## config.mk

```make
export PLATFORM = sky130hd
export DESIGN_NAME = adc_result_port
export DESIGN_NICKNAME = d
export VERILOG_FILES = /design/src/rtl/adc_win_pkg.sv /design/src/rtl/adc_win_ctrl.sv /design/src/rtl/adc_win_data.sv /design/src/rtl/adc_result_port.sv
export SDC_FILE = /design/constraint.sdc
export NUM_CORES = 1
export LEC_CHECK = 0
export ABC_AREA = 0
export BUFFER_PORTS_ARGS = -buffer_cell sky130_fd_sc_hd__buf_2
export CAP_MARGIN = 20
export CORE_MARGIN = 1.5
export CORE_UTILIZATION = 58
export CTS_BUF_LIST = sky130_fd_sc_hd__clkbuf_8
export CTS_CLUSTER_SIZE = 25
export DETAILED_ROUTE_END_ITERATION = 10
export HOLD_SLACK_MARGIN = 0.15
export PLACE_DENSITY = 0.79
export SETUP_SLACK_MARGIN = 0.5
export SYNTH_ARGS = -nofsm -noshare
export SYNTH_HDL_FRONTEND = slang
export SYNTH_SLANG_ARGS = --single-unit
```

## constraint.sdc

```tcl
create_clock -name clk -period 2.65 [get_ports clk]
set_input_delay 0.3975 -clock clk [delete_from_list [all_inputs] [get_ports clk]]
set_output_delay 0.3975 -clock clk [all_outputs]
set_load 0.03 [all_outputs]
```

## src/rtl/adc_win_pkg.sv

```systemverilog
package adc_win_pkg;
  localparam int SEL_W = 2;

  typedef struct packed {
    logic rdBuf;
    logic rdAvg;
    logic rdNone;
    logic wrAvg;
  } win_strobe_t;
endpackage

```

## src/rtl/adc_win_ctrl.sv

```systemverilog
module adc_win_ctrl
  import adc_win_pkg::*;
#(
  parameter int DEPTH  = 25,
  parameter int IDX_W  = 5,
  parameter int AVG_N  = 4,
  parameter int AIDX_W = 2
) (
  input  logic              clk,
  input  logic              rstN,
  input  logic              cfgMode,
  input  logic              avgMode,
  input  logic              convBusy,
  input  logic              hostRd,
  input  logic              hostWr,
  input  logic              idxSet,
  input  logic [IDX_W-1:0]  idxSetValue,
  output win_strobe_t       strobe,
  output logic [IDX_W-1:0]  bufIdx,
  output logic [AIDX_W-1:0] avgIdx
);
  localparam logic [IDX_W-1:0]  BUF_LAST = IDX_W'(DEPTH - 1);
  localparam logic [IDX_W-1:0]  BUF_SIZE = IDX_W'(DEPTH);
  localparam logic [AIDX_W-1:0] AVG_LAST = AIDX_W'(AVG_N - 1);

  logic bufWin;
  logic avgWin;
  logic loadOk;

  always_comb begin
    bufWin        = !cfgMode && !avgMode;
    avgWin        = !cfgMode && avgMode;
    strobe.rdBuf  = hostRd && bufWin;
    strobe.rdAvg  = hostRd && avgWin;
    strobe.rdNone = hostRd && cfgMode;
    strobe.wrAvg  = hostWr && avgWin && !convBusy;
    loadOk        = idxSet && (idxSetValue < BUF_SIZE);
  end

  always_ff @(posedge clk) begin
    if (!rstN) begin
      bufIdx <= '0;
    end else if (loadOk) begin
      bufIdx <= idxSetValue;
    end else if (strobe.rdBuf) begin
      bufIdx <= (bufIdx == BUF_LAST) ? '0 : bufIdx + 1'b1;
    end
  end

  always_ff @(posedge clk) begin
    if (!rstN) begin
      avgIdx <= '0;
    end else if (loadOk) begin
      avgIdx <= idxSetValue[AIDX_W-1:0];
    end else if (strobe.wrAvg) begin
      avgIdx <= (avgIdx == AVG_LAST) ? '0 : avgIdx + 1'b1;
    end
  end

  // pointer stays inside the buffer and wraps after the last entry
  assert_buf_in_range_R4: assert property (@(posedge clk) disable iff (!rstN)
    bufIdx < BUF_SIZE);
  assert_buf_wrap_R4: assert property (@(posedge clk) disable iff (!rstN)
    (strobe.rdBuf && !idxSet && bufIdx == BUF_LAST) |=> (bufIdx == '0));

  // blocked averaging write keeps the averaging pointer
  assert_blocked_keeps_idx_R8: assert property (@(posedge clk) disable iff (!rstN)
    (hostWr && avgMode && !cfgMode && convBusy && !idxSet) |=> $stable(avgIdx));

  // configuration mode never moves a pointer
  assert_cfg_no_step_R11: assert property (@(posedge clk) disable iff (!rstN)
    (cfgMode && !idxSet) |=> ($stable(bufIdx) && $stable(avgIdx)));

  // out-of-range load is ignored
  assert_bad_load_ignored_R10: assert property (@(posedge clk) disable iff (!rstN)
    (idxSet && idxSetValue >= BUF_SIZE && !hostRd && !hostWr) |=> ($stable(bufIdx) && $stable(avgIdx)));
endmodule

```

## src/rtl/adc_win_data.sv

```systemverilog
module adc_win_data
  import adc_win_pkg::*;
#(
  parameter int DEPTH  = 25,
  parameter int DATA_W = 14,
  parameter int REG_W  = 16,
  parameter int IDX_W  = 5,
  parameter int AVG_N  = 4,
  parameter int AIDX_W = 2
) (
  input  logic                   clk,
  input  logic                   rstN,
  input  win_strobe_t            strobe,
  input  logic [IDX_W-1:0]       bufIdx,
  input  logic [AIDX_W-1:0]      avgIdx,
  input  logic                   alignLeft,
  input  logic [REG_W-1:0]       hostWrData,
  input  logic                   ctrlWrValid,
  input  logic [IDX_W-1:0]       ctrlWrAddr,
  input  logic [DATA_W-1:0]      ctrlWrData,
  output logic [REG_W-1:0]       hostRdData,
  output logic [AVG_N*SEL_W-1:0] avgSel
);
  localparam int PAD = REG_W - DATA_W;

  logic [DATA_W-1:0] resultMem [DEPTH];
  logic [SEL_W-1:0]  avgReg [AVG_N];
  logic [DATA_W-1:0] bufWord;
  logic [REG_W-1:0]  bufFmt;

  for (genvar e = 0; e < DEPTH; e++) begin : g_entry
    always_ff @(posedge clk) begin
      if (!rstN) begin
        resultMem[e] <= '0;
      end else if (ctrlWrValid && ctrlWrAddr == IDX_W'(e)) begin
        resultMem[e] <= ctrlWrData;
      end
    end
  end

  for (genvar k = 0; k < AVG_N; k++) begin : g_avg
    always_ff @(posedge clk) begin
      if (!rstN) begin
        avgReg[k] <= '0;
      end else if (strobe.wrAvg && avgIdx == AIDX_W'(k)) begin
        avgReg[k] <= hostWrData[SEL_W-1:0];
      end
    end
    assign avgSel[k*SEL_W +: SEL_W] = avgReg[k];
  end

  always_comb begin
    bufWord = resultMem[bufIdx];
    if (alignLeft) begin
      bufFmt = {bufWord, {PAD{1'b0}}};
    end else begin
      bufFmt = {{PAD{bufWord[DATA_W-1]}}, bufWord};
    end
  end

  always_ff @(posedge clk) begin
    if (!rstN) begin
      hostRdData <= '0;
    end else if (strobe.rdBuf) begin
      hostRdData <= bufFmt;
    end else if (strobe.rdAvg) begin
      hostRdData <= {{(REG_W-SEL_W){1'b0}}, avgReg[avgIdx]};
    end else if (strobe.rdNone) begin
      hostRdData <= '0;
    end
  end

  // left-aligned reads leave the low pad bits at zero
  assert_left_pad_zero_R3: assert property (@(posedge clk) disable iff (!rstN)
    (strobe.rdBuf && alignLeft) |=> (hostRdData[PAD-1:0] == '0));

  // averaging reads carry zero in the reserved bits
  assert_avg_reserved_zero_R9: assert property (@(posedge clk) disable iff (!rstN)
    strobe.rdAvg |=> (hostRdData[REG_W-1:SEL_W] == '0));

  // averaging codes move only on an accepted write
  assert_avg_only_on_write_R8: assert property (@(posedge clk) disable iff (!rstN)
    !strobe.wrAvg |=> $stable(avgSel));

  // read data holds between reads
  assert_rd_hold_R2: assert property (@(posedge clk) disable iff (!rstN)
    !(strobe.rdBuf || strobe.rdAvg || strobe.rdNone) |=> $stable(hostRdData));
endmodule

```

## src/rtl/adc_result_port.sv

```systemverilog
module adc_result_port
  import adc_win_pkg::*;
#(
  parameter int DEPTH  = 25,
  parameter int DATA_W = 14,
  parameter int REG_W  = 16,
  parameter int AVG_N  = 4,
  parameter int IDX_W  = $clog2(DEPTH),
  parameter int AIDX_W = $clog2(AVG_N)
) (
  input  logic                   clk,
  input  logic                   rstN,
  input  logic                   cfgMode,
  input  logic                   avgMode,
  input  logic                   alignLeft,
  input  logic                   convBusy,
  input  logic                   idxSet,
  input  logic [IDX_W-1:0]       idxSetValue,
  input  logic                   hostRd,
  input  logic                   hostWr,
  input  logic [REG_W-1:0]       hostWrData,
  output logic [REG_W-1:0]       hostRdData,
  input  logic                   ctrlWrValid,
  input  logic [IDX_W-1:0]       ctrlWrAddr,
  input  logic [DATA_W-1:0]      ctrlWrData,
  output logic [AVG_N*SEL_W-1:0] avgSel
);
  win_strobe_t       strobe;
  logic [IDX_W-1:0]  bufIdx;
  logic [AIDX_W-1:0] avgIdx;

  adc_win_ctrl #(
    .DEPTH(DEPTH), .IDX_W(IDX_W), .AVG_N(AVG_N), .AIDX_W(AIDX_W)
  ) ctrl_i (
    .clk(clk), .rstN(rstN), .cfgMode(cfgMode), .avgMode(avgMode),
    .convBusy(convBusy), .hostRd(hostRd), .hostWr(hostWr),
    .idxSet(idxSet), .idxSetValue(idxSetValue),
    .strobe(strobe), .bufIdx(bufIdx), .avgIdx(avgIdx)
  );

  adc_win_data #(
    .DEPTH(DEPTH), .DATA_W(DATA_W), .REG_W(REG_W), .IDX_W(IDX_W),
    .AVG_N(AVG_N), .AIDX_W(AIDX_W)
  ) data_i (
    .clk(clk), .rstN(rstN), .strobe(strobe), .bufIdx(bufIdx),
    .avgIdx(avgIdx), .alignLeft(alignLeft), .hostWrData(hostWrData),
    .ctrlWrValid(ctrlWrValid), .ctrlWrAddr(ctrlWrAddr),
    .ctrlWrData(ctrlWrData), .hostRdData(hostRdData), .avgSel(avgSel)
  );
endmodule

```

**Yosys cells after proc, flatten, opt, wreduce, memory -nomap -nowiden**

Memories as Yosys holds them, arrays and structs flattened. A register that Yosys moved wholly into a read port is not among the register bits.
Cells that the tools add are included.

- Output and inout bits: 24
- Word-level logic and storage cells: 241
- Memories kept: 2
- Bits in registers: 23
- Bits in latches: 0
- RAM bits: 358
- Input port bits: 50
- Memory bits (read-only): 0

Memories:

| memory | depth | bits a word | read ports | clocked after Yosys merged registers in | wr ports | line | text |
|---|---|---|---|---|---|---|---|
| data_i.resultMem | 25 | 14 | 1 | 1 | 25 | adc_win_data.sv:26 | `logic [DATA_W-1:0] resultMem [DEPTH];` |
| data_i.avgReg | 4 | 2 | 5 | 1 | 4 | adc_win_data.sv:27 | `logic [SEL_W-1:0] avgReg [AVG_N];` |

- Multiply operators: 0
- Reductions and logical operators: 45
- Muxes and demuxes: 131
- Eq/ne operators: 28
- $lt $le $gt $ge: 1
- Shifts and indexed selects: 0
- Add/subtract/negate cells: 2
- Divide/modulo/power cells: 0
- Bitwise logic cells: 29

Operators with widths:

| kind | count |
|---|---|
| 2-to-1 mux 14 bit | 25 |
| 2-to-1 mux 1 bit | 88 |
| equality test 5 bit (second input constant) | 10 |
| 2-to-1 mux 16 bit | 3 |
| equality test 5 x 4 -> 1 bit (second input constant) | 8 |
| logical AND 1 bit | 37 |
| bitwise OR 1 bit | 29 |
| 2-to-1 mux 5 bit | 5 |
| equality test 5 x 3 -> 1 bit (second input constant) | 4 |
| 2-to-1 mux 2 bit | 9 |
| 2-to-1 mux 15 bit | 1 |
| equality test 5 x 2 -> 1 bit (second input constant) | 2 |
| adder 5 x 1 -> 5 bit (second input constant) | 1 |
| equality test 5 x 1 -> 1 bit (second input constant) | 1 |
| zero test 5 bit | 1 |
| < comparator 5 bit (second input constant) | 1 |
| equality test 2 bit (second input constant) | 2 |
| nonzero test 2 bit | 2 |
| zero test 1 bit | 3 |
| nonzero test 3 bit | 1 |
| adder 2 x 1 -> 2 bit (second input constant) | 1 |
| equality test 2 x 1 -> 1 bit (second input constant) | 1 |
| zero test 2 bit | 1 |

**Logic depth before layout (Yosys ltp)**

Gate-level depths: netlist of run 1.

- Word-level depth: 9
- Depth in mapped cells: 11
- Mapped depth without buffers: 7

**Modules after synthesis**

Synthesis of run 1 repeated with hierarchy kept, for this count alone.

- Cells, all modules: 1303
- Area total of the unflattened synthesis: 17885.9 sq um

Modules (own cells, without submodules):

| module | cells each | instances | area an instance (sq um) | seq. area each (sq um) |
|---|---|---|---|---|
| adc_win_data | 1248 | 1 | 17438.0 | 11070.6 |
| adc_win_ctrl | 55 | 1 | 447.9 | 140.1 |

**Worst setup path before layout of run 1**

Ideal clock, no wire load.

- Path type: in2reg
- Start: input ctrlWrAddr[1]
- End: memory data_i.resultMem[0][0] (enable)
- Slack: 0.125 ns
- Stages: 4
- Setup time: 0.404 ns
- Path buffers: 1
- Arrival: 2.121 ns
- Cells stage by stage: or2_2 > clkbuf_1 > nand2b_1 > o21ai_0

RTL lines:

| element | line | text |
|---|---|---|
| start: declaration | adc_result_port.sv:24 | `input logic [IDX_W-1:0] ctrlWrAddr,` |
| end: declaration | adc_win_data.sv:26 |  |

==> results of run 1 <==
## cells in the mapped netlist (2+ instances only)
cell type,count
buf_6,7
o211ai_1,2
a211oi_1,3
o32ai_1,3
a31oi_1,2
clkbuf_1,82
a221o_1,8
a22oi_1,21
a21boi_0,2
inv_1,11
nand4_1,4
buf_2,5
mux4_1,11
o22ai_1,10
o31ai_1,2
or3_1,2
nand2_1,37
ha_1,6
nand2b_1,11
o311ai_0,2
a21oi_1,26
nand3_1,19
and2_1,354
and3_1,3
nor2b_1,16
mux4_2,48
mux2_2,11
o22a_1,3
o211a_1,4
dfxtp_1,30
a21o_1,2
a211o_1,2
edfxtp_1,358
or2_2,5
buf_4,4
nor2_1,49
mux2i_1,60
nor3_1,8
o21ai_0,40
nor3b_1,3
## metal layers
metal / track usage / vias to the layer above / wire length (um)
met4: 0.125 / 0 / 2040
met1: 0.384 / 5743 / 17500
met2: 0.483 / 688 / 22400
met3: 0.0579 / 128 / 4640
li1: - / 5039 / -
met5: 0 / - / 0
## final timing paths
path	endpoint	slack, ps	cells after the start
worst max-delay path	data_i.hostRdData[2]	350	7
worst min-delay path	data_i.hostRdData[0]	250	4
worst max register to register	data_i.hostRdData[2]	350	7
worst min register to register	data_i.hostRdData[7]	450	2
## through the flow
stage | hold WS [ps] | cells | util
2_1_floorplan | 516 | 1293 | -
3_3_place_gp | 429 | 1740 | 0.625
3_5_place_dp | 444 | 1740 | 0.625
4_1_cts | 235 | 1883 | 0.679
5_1_grt | 260 | 1890 | 0.685
6_report | 254 | 1890 | 0.685
## state kept, by name, summed over array words and instances, names as in the netlist, named ones only
register and cells:
data_i.resultMem 350, ctrl_i.avgIdx 2, data_i.avgReg 8, ctrl_i.bufIdx 5
data_i.hostRdData 16
## cells by family after synthesis
logic type	Yosys count	share of synthesized area
multiplexers	130	0.117
AO/OA/AOI/OAI	140	0.0517
adder cells (fa/ha/maj)	6	0.00418
buffers and inverters	114	0.0295
flip-flops	388	0.632
AND/OR/NAND/NOR	515	0.166
## repair_timing
action                                  4_1_cts  5_1_grt
hold buffers                                  5        0
hold endpoints to repair                      7        0
endpoints found under the setup margin       16       17
gates resized for setup                      57       32
cloned                                        2        0
setup buffers                                22        7
pin swaps                                    16       12
## critical path, cell delays in order, from the launching register on
cell and delay [ps]:
dfxtp_1 490, buf_4 270, or2_2 420, a221oi_1 100
o21ai_1 300, o221a_2 310, nor2_1 40, a221o_1 250
## area by class of cell
| class | instances | area (um2) | area share |
|---|---|---|---|
| Sequential cell | 388 | 11400 | 0.543 |
| Timing Repair Buffer | 189 | 1550 | 0.0739 |
| Multi-Input combinational cell | 791 | 6330 | 0.303 |
| Clock inverter | 49 | 228 | 0.0109 |
| Inverter | 12 | 45.0 | 0.00216 |
| Tap cell | 396 | 495 | 0.0237 |
| Clock buffer | 65 | 895 | 0.0428 |
## power by group
group	internal, mW	total (mW)	switching [mW]
sequential	7.02	7.14	0.124
combinational	0.753	1.79	1.03
clock	2.35	4.64	2.29
total	10.1	13.6	3.45
==> flow_metrics.tcl, run 1 <==
set metrics [dict create \
    io_pins 74 \
    num_vias 11600 \
    layout.nets 1498 \
    die_h_um 179 \
    synth_warnings 0 \
    numCtsBuffers 60 \
    tns_ps 0 \
    rsz0062_at_grt "true" \
    wire_per_inst_um 24.6 \
    cp.arrival_ps 2800 \
    ir_drop_mv 0.337 \
    track_usage 0.294 \
    final_common_cell "edfxtp_1" \
    fin_ws_ps 350 \
    clock_sinks 388 \
    max_freq_mhz 435 \
    synth_area_mm2 0.0180 \
    yosysUniqueCellTypes 57 \
    first_global_vias 11400 \
    gp_congestion 0.885 \
    port_buffers 59 \
    place_ws_ps 208 \
    tritoncts "built" \
    placed_area_mm2 0.0191 \
    antenna_found_initial 0 \
    core_mm2 0.0305 \
    wirelength_mm 46.6 \
    syn_avg_cell_area_um2 13.9 \
    yosysSeqAreaShare 0.632 \
    drc 0 \
    first_pass_iters 5 \
    hold_path_class "in2reg" \
    crit_fanout 12 \
    required_ps 3150 \
    synth_edf_count 358 \
    design_area_mm2 0.0209 \
    clk_latency_ps 610 \
    period_share 0.868 \
    period_needed_ps 2300 \
    row_count 64 \
    drive_gt1_frac 0.246 \
    die_x_um 179 \
    critPathCaptureType "flop" \
    avgViaCountPerCell 6.14 \
    syn_nets 1349 \
    syn_inst 1293 \
    synth_ff_type "edfxtp_1" \
    drt-initial-drc-count 1314 \
    slew_viol_final 0 \
    yosys.area.top_type "edfxtp_1" \
    ant_nets 0 \
    worst-setup-path-type "reg2reg" \
    grt_overflow 0 \
    dp_hpwl_mm 29.5 \
    skew_ps 30.7 \
    htreeDepth 2 \
    worst_pin_slew_ps 995 \
    clkTransAtPathRegs_ps 60 \
    dieArea_mm2 0.0320 \
    hold_viol 0 \
    start_util 0.589 \
    p_leak_nw 7.69 \
    cap_viol_max_count 0 \
    grt_pass1_wl_mm 67.8 \
    async_flop_share 0 \
    startpoint_type "flop" \
    synth_top_area_share 0.598 \
    grt_max_degree 32 \
    power.density_mw_per_mm2 649 \
    num-fill-cells 1977 \
    min_from "cfgMode" \
    p_total_mw 13.6 \
    ys_ff_latch 388 \
    setup_viol 0 \
    final_cell_mix "358 x edfxtp_1, 354 x and2_1, 99 x buf_4, 65 x clkbuf_8, 59 x buf_2" \
    clockBufferDepth 3 \
    status "complete, no violations" \
    ys_top_cells_by_area "edfxtp_1 60%, and2_1 12%, mux4_2 6.0%" \
    syn2layout_area_growth_pct 16.3 \
    root_buffer "clkbuf_8" \
    diodes 0 \
    relSlewSlack 0.334 \
]
(Power assumes the default switching activity.)
==> inputs of run 2 (changes only) <==
- ABC_AREA: 0 -> 1
==> flow_metrics.tcl, run 2 <==
set metrics [dict create \
    status "complete, no violations" \
    synth_area_mm2 0.0181 \
    grt_overflow 0 \
    first_global_vias 13500 \
    relSlewSlack 0.286 \
    clockBufferDepth 3 \
    top_register "data_i.resultMem" \
    ir_drop_mv 0.398 \
    seq_area_mm2 0.0114 \
    drc 0 \
    synth_top_area_share 0.592 \
    avgViaCountPerCell 5.79 \
    drive_gt1_frac 0.0996 \
    grt_max_degree 78 \
    required_ps 3170 \
    layout.nets 2069 \
    cap_viol_max_count 0 \
    cp.arrival_ps 2530 \
    async_flop_share 0 \
    synth_warnings 0 \
    top_regs "data_i.resultMem x350, data_i.hostRdData x16, data_i.avgReg x8" \
    yosysUniqueCellTypes 31 \
    first_pass_iters 5 \
    track_usage 0.285 \
    ys_top_cells_by_area "edfxtp_1 59%, nor2_1 9.6%, nand2_1 9.5%" \
    hold_viol 0 \
    synth_edf_count 358 \
    numCtsBuffers 66 \
    largest_reg_flops 350 \
    port_buffers 59 \
    cts_resized 0 \
    critPathCaptureType "flop" \
    yosysSeqAreaShare 0.626 \
    placed_area_mm2 0.0186 \
    tns_ps 0 \
    start_util 0.592 \
    clk_latency_ps 600 \
    core_mm2 0.0307 \
    yosysMostFrequentCell "nor2_1" \
    syn2layout_area_growth_pct 10.2 \
    crit_fanout 19 \
    io_pins 74 \
    dieArea_mm2 0.0324 \
    row_count 64 \
    final_common_cell "nor2_1" \
    drt-initial-drc-count 1717 \
    multiInputGateArea_mm2 0.00563 \
    root_buffer "clkbuf_8" \
    syn_nets 2024 \
    skew_ps 30.2 \
    num-fill-cells 2397 \
    syn_inst 1968 \
    ant_nets 0 \
    final_cell_mix "465 x nor2_1, 461 x nand2_1, 358 x edfxtp_1, 289 x nand3_1, 124 x inv_1" \
    worst_pin_slew_ps 1060 \
    slew_viol_final 0 \
    die_h_um 180 \
    yosys-top-cells-count "465 x nor2_1, 461 x nand2_1, 358 x edfxtp_1" \
    ys_ff_latch 388 \
    die_x_um 180 \
    clock_sinks 388 \
    synth_ff_type "edfxtp_1" \
    clkTransAtPathRegs_ps 60 \
    tritoncts "built" \
    place_ws_ps 410 \
    p_leak_nw 8.29 \
    worst-setup-path-type "reg2reg" \
    timing.hold.ws_ps 205 \
    max_freq_mhz 499 \
    rsz0062_at_grt "false" \
    design_area_mm2 0.0200 \
    htreeDepth 3 \
    grt_pass1_wl_mm 71.7 \
    syn_avg_cell_area_um2 9.22 \
    gp_congestion 0.881 \
    power.density_mw_per_mm2 680 \
    num_vias 14200 \
    period_needed_ps 2010 \
    wirelength_mm 46.2 \
    yosys.area.top_type "edfxtp_1" \
    setup_viol 0 \
    antenna_found_initial 2 \
    startpoint_type "flop" \
    hold_path_class "in2reg" \
    fin_ws_ps 644 \
    period_share 0.757 \
    dp_hpwl_mm 27.8 \
    wire_per_inst_um 18.8 \
]
## run 2: where the power goes
group	total [mW]	switching, mW	internal, mW
Combinational	1.48	1.08	0.394
Sequential	7.12	0.108	7.01
Clock	5.00	2.39	2.61
## run 2: metal layers
metal,up-vias,wire (um),GRT usage
met3,126,4600,0.0442
met2,794,22300,0.472
met5,-,12,0
li1,6563,-,-
met1,6727,17600,0.375
met4,2,1720,0.128
## run 2: per-stage QoR
stage / util / std cells / total power [mW]
global route: 0.652 / 2455 / 14.0
floorplan: - / 1968 / 8.16
CTS: 0.649 / 2447 / 13.6
detailed placement: 0.607 / 2327 / 8.66
finish: 0.652 / 2455 / 13.6
global placement: 0.607 / 2327 / 8.61
## run 2: worst max-delay path, cell delays in order, from the launching register on
cell     delay [ps]
dfxtp_2         320
inv_2           320
buf_4           340
nand3_1         220
nand2_1         180
nand2_1          70
nand3_1         150
nand3_1         120
nand3_1         110
nand2_1          50
inv_1            50
## run 2: layout make-up
| cell class | instances | share of cell area |
|---|---|---|
| Tap cell | 396 | 0.0248 |
| Sequential cell | 388 | 0.568 |
| Inverter | 120 | 0.0227 |
| Multi-Input combinational cell | 1324 | 0.281 |
| Timing Repair Buffer | 113 | 0.0429 |
| Clock buffer | 69 | 0.0475 |
| Clock inverter | 44 | 0.0125 |
| Antenna cell | 1 | 0.000125 |
## run 2: cell families after synthesis
kind of cell               count (synthesis)  synth area share
adders and majority gates                  6           0.00414
AOI/OAI and AO/OA                         79            0.0241
buffers and inverters                    256            0.0645
DFF                                      388             0.626
xor gates and xnor gates                   1          0.000483
and+or+nand+nor                         1238             0.281
## run 2: what timing repair did
action | in CTS | in global routing
setup buffers | 0 | 4
hold endpoints to repair | 13 | 0
setup endpoints to repair | 0 | 14
hold buffers | 7 | 0
## run 2: worst paths after layout
path                            cells past startpoint                  start                     to  slack [ps]
worst max-delay path                               10                   flop   data_i.hostRdData[3]         640
worst min-delay path                                4                cfgMode   data_i.hostRdData[0]         200
worst max register to register                     10                   flop   data_i.hostRdData[3]         640
worst min register to register                      2  data_i.hostRdData[15]  data_i.hostRdData[15]         500
